===== src/rtl/rag_pkg.sv =====
package rag_pkg;
  typedef enum logic [1:0] {
    RAG_ARRAY = 2'b00,
    RAG_PAGE  = 2'b01,
    RAG_BUF   = 2'b10,
    RAG_PAGE2 = 2'b11
  } rag_mode_e;
endpackage


===== src/rtl/rag_clamp.sv =====
module rag_clamp #(
  parameter int PAGE_BYTES = 1056,
  parameter int OFS_W      = 11
) (
  input  logic [OFS_W-1:0] ofs_i,
  output logic [OFS_W-1:0] ofs_o
);
  localparam logic [OFS_W-1:0] LAST = OFS_W'(PAGE_BYTES - 1);

  generate
    if (PAGE_BYTES == (1 << OFS_W)) begin : g_pow2
      assign ofs_o = ofs_i;
    end else begin : g_cmp
      assign ofs_o = (ofs_i > LAST) ? LAST : ofs_i;
    end
  endgenerate
endmodule


===== src/rtl/rag_ofs_ctr.sv =====
module rag_ofs_ctr #(
  parameter int PAGE_BYTES = 1056,
  parameter int OFS_W      = 11
) (
  input  logic             clk_i,
  input  logic             rst_ni,
  input  logic             load_i,
  input  logic [OFS_W-1:0] start_i,
  input  logic             step_i,
  output logic [OFS_W-1:0] ofs_o,
  output logic             wrap_o
);
  localparam logic [OFS_W-1:0] LAST = OFS_W'(PAGE_BYTES - 1);

  logic at_end;
  assign at_end = (ofs_o == LAST);
  assign wrap_o = step_i & at_end;

  always_ff @(posedge clk_i or negedge rst_ni) begin
    if (!rst_ni)     ofs_o <= '0;
    else if (load_i) ofs_o <= start_i;
    else if (step_i) ofs_o <= at_end ? '0 : ofs_o + OFS_W'(1);
  end
endmodule


===== src/rtl/rag_page_ctr.sv =====
module rag_page_ctr #(
  parameter int NUM_PAGES = 16384,
  parameter int PAGE_W    = 14
) (
  input  logic              clk_i,
  input  logic              rst_ni,
  input  logic              load_i,
  input  logic [PAGE_W-1:0] start_i,
  input  logic              inc_i,
  output logic [PAGE_W-1:0] page_o
);
  localparam logic [PAGE_W-1:0] LAST_PG = PAGE_W'(NUM_PAGES - 1);

  always_ff @(posedge clk_i or negedge rst_ni) begin
    if (!rst_ni)     page_o <= '0;
    else if (load_i) page_o <= start_i;
    else if (inc_i)  page_o <= (page_o == LAST_PG) ? '0 : page_o + PAGE_W'(1);
  end
endmodule


===== src/rtl/rd_addr_gen.sv =====
module rd_addr_gen #(
  parameter int PAGE_BYTES = 1056,
  parameter int PAGE_W     = 14,
  parameter int NUM_PAGES  = 1 << PAGE_W,
  localparam int OFS_W     = $clog2(PAGE_BYTES)
) (
  input  logic              clk_i,
  input  logic              rst_ni,
  input  logic              load_i,
  input  logic [1:0]        mode_i,
  input  logic [PAGE_W-1:0] start_page_i,
  input  logic [OFS_W-1:0]  start_ofs_i,
  input  logic              adv_i,
  output logic [PAGE_W-1:0] page_o,
  output logic [OFS_W-1:0]  ofs_o
);
  import rag_pkg::*;

  rag_mode_e         mode_q;
  logic [OFS_W-1:0]  ofs_start;
  logic [PAGE_W-1:0] page_start;
  logic              step, ofs_wrap, page_inc;

  always_ff @(posedge clk_i or negedge rst_ni) begin
    if (!rst_ni)     mode_q <= RAG_ARRAY;
    else if (load_i) mode_q <= rag_mode_e'(mode_i);
  end

  // load wins over advance
  assign step       = adv_i & ~load_i;
  assign page_start = (rag_mode_e'(mode_i) == RAG_BUF) ? '0 : start_page_i;
  assign page_inc   = ofs_wrap & (mode_q == RAG_ARRAY);

  rag_clamp #(.PAGE_BYTES(PAGE_BYTES), .OFS_W(OFS_W)) u_clamp (
    .ofs_i(start_ofs_i),
    .ofs_o(ofs_start)
  );

  rag_ofs_ctr #(.PAGE_BYTES(PAGE_BYTES), .OFS_W(OFS_W)) u_ofs (
    .clk_i  (clk_i),
    .rst_ni (rst_ni),
    .load_i (load_i),
    .start_i(ofs_start),
    .step_i (step),
    .ofs_o  (ofs_o),
    .wrap_o (ofs_wrap)
  );

  rag_page_ctr #(.NUM_PAGES(NUM_PAGES), .PAGE_W(PAGE_W)) u_page (
    .clk_i  (clk_i),
    .rst_ni (rst_ni),
    .load_i (load_i),
    .start_i(page_start),
    .inc_i  (page_inc),
    .page_o (page_o)
  );
endmodule


===== config.mk =====
export PLATFORM = sky130hd
export DESIGN_NAME = rd_addr_gen
export DESIGN_NICKNAME = d
export VERILOG_FILES = /design/src/rtl/rag_pkg.sv /design/src/rtl/rag_clamp.sv /design/src/rtl/rag_ofs_ctr.sv /design/src/rtl/rag_page_ctr.sv /design/src/rtl/rd_addr_gen.sv
export SDC_FILE = /design/constraint.sdc
export NUM_CORES = 1
export LEC_CHECK = 0
export BUFFER_PORTS_ARGS = -buffer_cell sky130_fd_sc_hd__buf_2
export CAP_MARGIN = 20
export CORE_MARGIN = 4
export CORE_UTILIZATION = 45
export DETAILED_ROUTE_END_ITERATION = 8
export GPL_TIMING_DRIVEN = 0
export PLACE_DENSITY = 0.78
export REMOVE_ABC_BUFFERS = 1
export SLEW_MARGIN = 20
export SYNTH_ARGS = -nofsm -noshare
export SYNTH_HDL_FRONTEND = slang
export SYNTH_SLANG_ARGS = --single-unit
export TNS_END_PERCENT = 10

===== constraint.sdc =====
create_clock -name clk_i -period 2.3 [get_ports clk_i]
set_clock_uncertainty 0.05 [all_clocks]
set_input_delay 0 -clock clk_i [delete_from_list [all_inputs] [get_ports clk_i]]
set_output_delay 0 -clock clk_i [all_outputs]
set_load 0.1 [all_outputs]

==> results.toml <==
[status]
status = "finished with violations"
violations = "hold timing"

[critical_path]
start_kind = "input port"
required_ns = 2.41
critPathArrivalTime_ns = 2.26
crit_path_end_kind = "flip-flop"
setup.worst_path.class = "in2reg"
cp_max_fo = 5

[grt]
grt_usage = 0.2119
grt_max_degree = 34
grt_pass1_wl_mm = 8.894
antenna_found_initial = 0
overflow = 0
grt_pass1_vias = 1855

[sta]
whs_ns = -0.006291
post-route-period-util = 0.9359
rsz0062_at_grt = "false"
worst_slack_ns = 0.1474
slew_headroom = 0.5153
period_needed_ns = 2.153
timing.fmax_mhz = 464.6
setup_viol = 0
hold_viol = 1
slew_violations = 0
tightest_slew_ns = 0.7262

[logic_synthesis]
synth_edf_count = 0
ys.flop_type = "dfrtp_1"
ys_async_sr_fraction = 1.000
seq_area_frac_synth = 0.3678
yosys_warnings = 0
netlist_area_um2 = 1837
yosys.cell_types.count = 56
avgSynthCellArea_um2 = 8.746
ys_ff_latch = 27
synth_cells = 210

[clocking]
numClockSinks = 27
cts-buffers-inserted = 3
root_buffer = "clkbuf_8"
postCtsHoldBufs = 25
post-cts-setup-buffers = 0
clk_path_buf_depth = 2
cts_repair_resize_count = 0
clock_latency_ns = 0.28
htreeDepth = 1
cts_tree = "yes"
path_clk_slew_ns = 0.10

[floorplanning]
die_y_um = 71.89
start_util = 0.4835
die_w_um = 71.89
coreArea_um2 = 3799
die_area_um2 = 5168
rows = 22
io_pins = 56

[pwr]
pwr-share-seq = 0.368
total_power_mw = 1.761
ir_worst_vdd_v = 0.0004253
p_clk_frac = 0.159
p_per_area_nw_per_um2 = 735.1
comb_power_share = 0.473
internal_power_mw = 0.8577
p_sw_frac = 0.5131
p_leak_nw = 1.019
p_switching_mw = 0.9037

[routing]
ant_nets = 0
drt-wirelength-per-cell_um = 16.03
drt_first_pass_iters = 4
drt-total-wl_mm = 5.289
initialDrtViolationCount = 175
viasPerCell = 6.039
via_count = 1993
drc = 0

[final_layout]
syn_to_final_growth_pct = 30.45
num_antenna_cells = 0
drive_gt1_frac = 0.2305
final_core_util = 0.6308
final_net_count = 316
fillers = 343
instances_no_fill = 330

[hold_path]
hp-class = "in2reg"

[placed_design]
pre_cts_ws_ns = 0.3288
post-dp-hpwl_mm = 3.616
dp.cells = 301
port_buffers = 55
gp_congestion = 0.7880

[flow_run]
drv_cap = 0
through the flow:
step / setup TNS (ns) / cell area (µm²)
final: 0 / 2396
after global routing: 0 / 2396
after global placement: 0 / 2101
after CTS: 0 / 2396
after floorplan: -1.468 / 1765
after detailed placement: 0 / 2101
synth_stat cells, types with 3 or more instances:
master / n / share of area
nand4_1: 8 / 0.027
a21oi_1: 13 / 0.035
and4_1: 3 / 0.014
nand2_1: 18 / 0.037
xor2_1: 3 / 0.014
o211ai_1: 5 / 0.020
inv_1: 8 / 0.016
nand3_1: 24 / 0.065
and2_1: 4 / 0.014
a32oi_1: 3 / 0.014
nor2b_1: 3 / 0.010
o21ai_0: 6 / 0.016
or4_1: 4 / 0.016
a2bb2oi_1: 4 / 0.019
clkbuf_1: 5 / 0.010
nor3_1: 7 / 0.019
nor2_1: 10 / 0.020
buf_4: 3 / 0.012
dfrtp_1: 27 / 0.37
and3_1: 4 / 0.014
nor4_1: 3 / 0.010
cells by family (layout without fill, tap and decap cells):
group | after synthesis | after routing | share of synthesized area
compound gates | 55 | 55 | 0.2146
xor+xnor | 4 | 4 | 0.01908
fa+ha+maj | 2 | 2 | 0.01362
buf+inv | 20 | 92 | 0.05518
flops | 27 | 27 | 0.3678
mux | 3 | 3 | 0.01771
simple gates | 99 | 99 | 0.3120
area by class of cell:
| type | count | area, µm² | share of cell area |
|---|---|---|---|
| clock buffers | 4 | 45.04 | 0.01880 |
| well taps | 48 | 60.06 | 0.02507 |
| inverters | 8 | 30.03 | 0.01253 |
| multi-input cells | 163 | 1060 | 0.4423 |
| repair buffers | 80 | 525.5 | 0.2193 |
| flip-flops and latches | 27 | 675.6 | 0.2820 |
placed cells by master, fill, tap and decap left out, types with 2 or more instances in the layout:
cell type | Yosys | routed
buf_2 | 2 | 55
o2111ai_1 | 2 | 2
o21ai_0 | 6 | 6
nand2_1 | 18 | 18
a221o_1 | 2 | 2
dlygate4sd3_1 | 0 | 25
nand3_1 | 24 | 24
nor3_1 | 7 | 7
and4_1 | 3 | 3
xor2_1 | 3 | 3
nor4_1 | 3 | 3
clkbuf_8 | 0 | 3
ha_1 | 2 | 2
nor2_1 | 10 | 10
o31a_1 | 2 | 2
inv_1 | 8 | 8
mux2_2 | 2 | 2
o211ai_1 | 5 | 5
and2_1 | 4 | 4
a41oi_1 | 2 | 2
o311ai_1 | 2 | 2
nand4_1 | 8 | 8
a2bb2oi_1 | 4 | 4
dfrtp_1 | 27 | 27
a22oi_1 | 2 | 2
a31oi_1 | 2 | 2
nor2b_1 | 3 | 3
a32oi_1 | 3 | 3
and3_1 | 4 | 4
or4_1 | 4 | 4
a21oi_1 | 13 | 13
sequential cells by signal, summed over array words and instances, names as in the netlist:
name	cells
u_page.page_o	14
u_ofs.ofs_o	11
mode_q	2
critical path, stage by stage:
cell	delay, ns
dlygate4sd3_1	0.55
buf_2	0.13
or4_1	0.54
o21ai_0	0.17
nand2_1	0.15
a2bb2oi_1	0.19
dlygate4sd3_1	0.55
path summary, 6_finish.rpt:
| kind | to | start | slack, ns | depth (start not counted) |
|---|---|---|---|---|
| min reg2reg | mode_q[0] | mode_q[0] | 0.47 | 1 |
| min in group asynchronous | u_page.page_o[5] | rst_ni | 0.24 | 2 |
| min | u_page.page_o[11] | start_page_i[11] | -0.006 | 3 |
| max | u_ofs.ofs_o[1] | start_ofs_i[8] | 0.15 | 7 |
| max reg2reg | u_ofs.ofs_o[5] | u_ofs.ofs_o[9] | 0.20 | 5 |
| max in group asynchronous | u_ofs.ofs_o[7] | rst_ni | 1.55 | 2 |
power groups by stage:
stage          clock [mW]  combinational, mW  sequential, mW
3_5_place_dp            0              0.795           0.655
6_report            0.281              0.832           0.648
2_1_floorplan           0              0.191            1.08
4_1_cts             0.285              0.832           0.645
3_3_place_gp            0              0.785           0.652
5_1_grt             0.303              0.881           0.665
routing by layer:
metal  up-vias  global-route usage  share of wire
met5         -                   0              0
met4         0             0.04802         0.0095
met3         6             0.01939          0.075
met2        89              0.3561           0.49
met1       935              0.2963           0.42
li1        963                   -              -
Power figures use the tool's default switching activity.
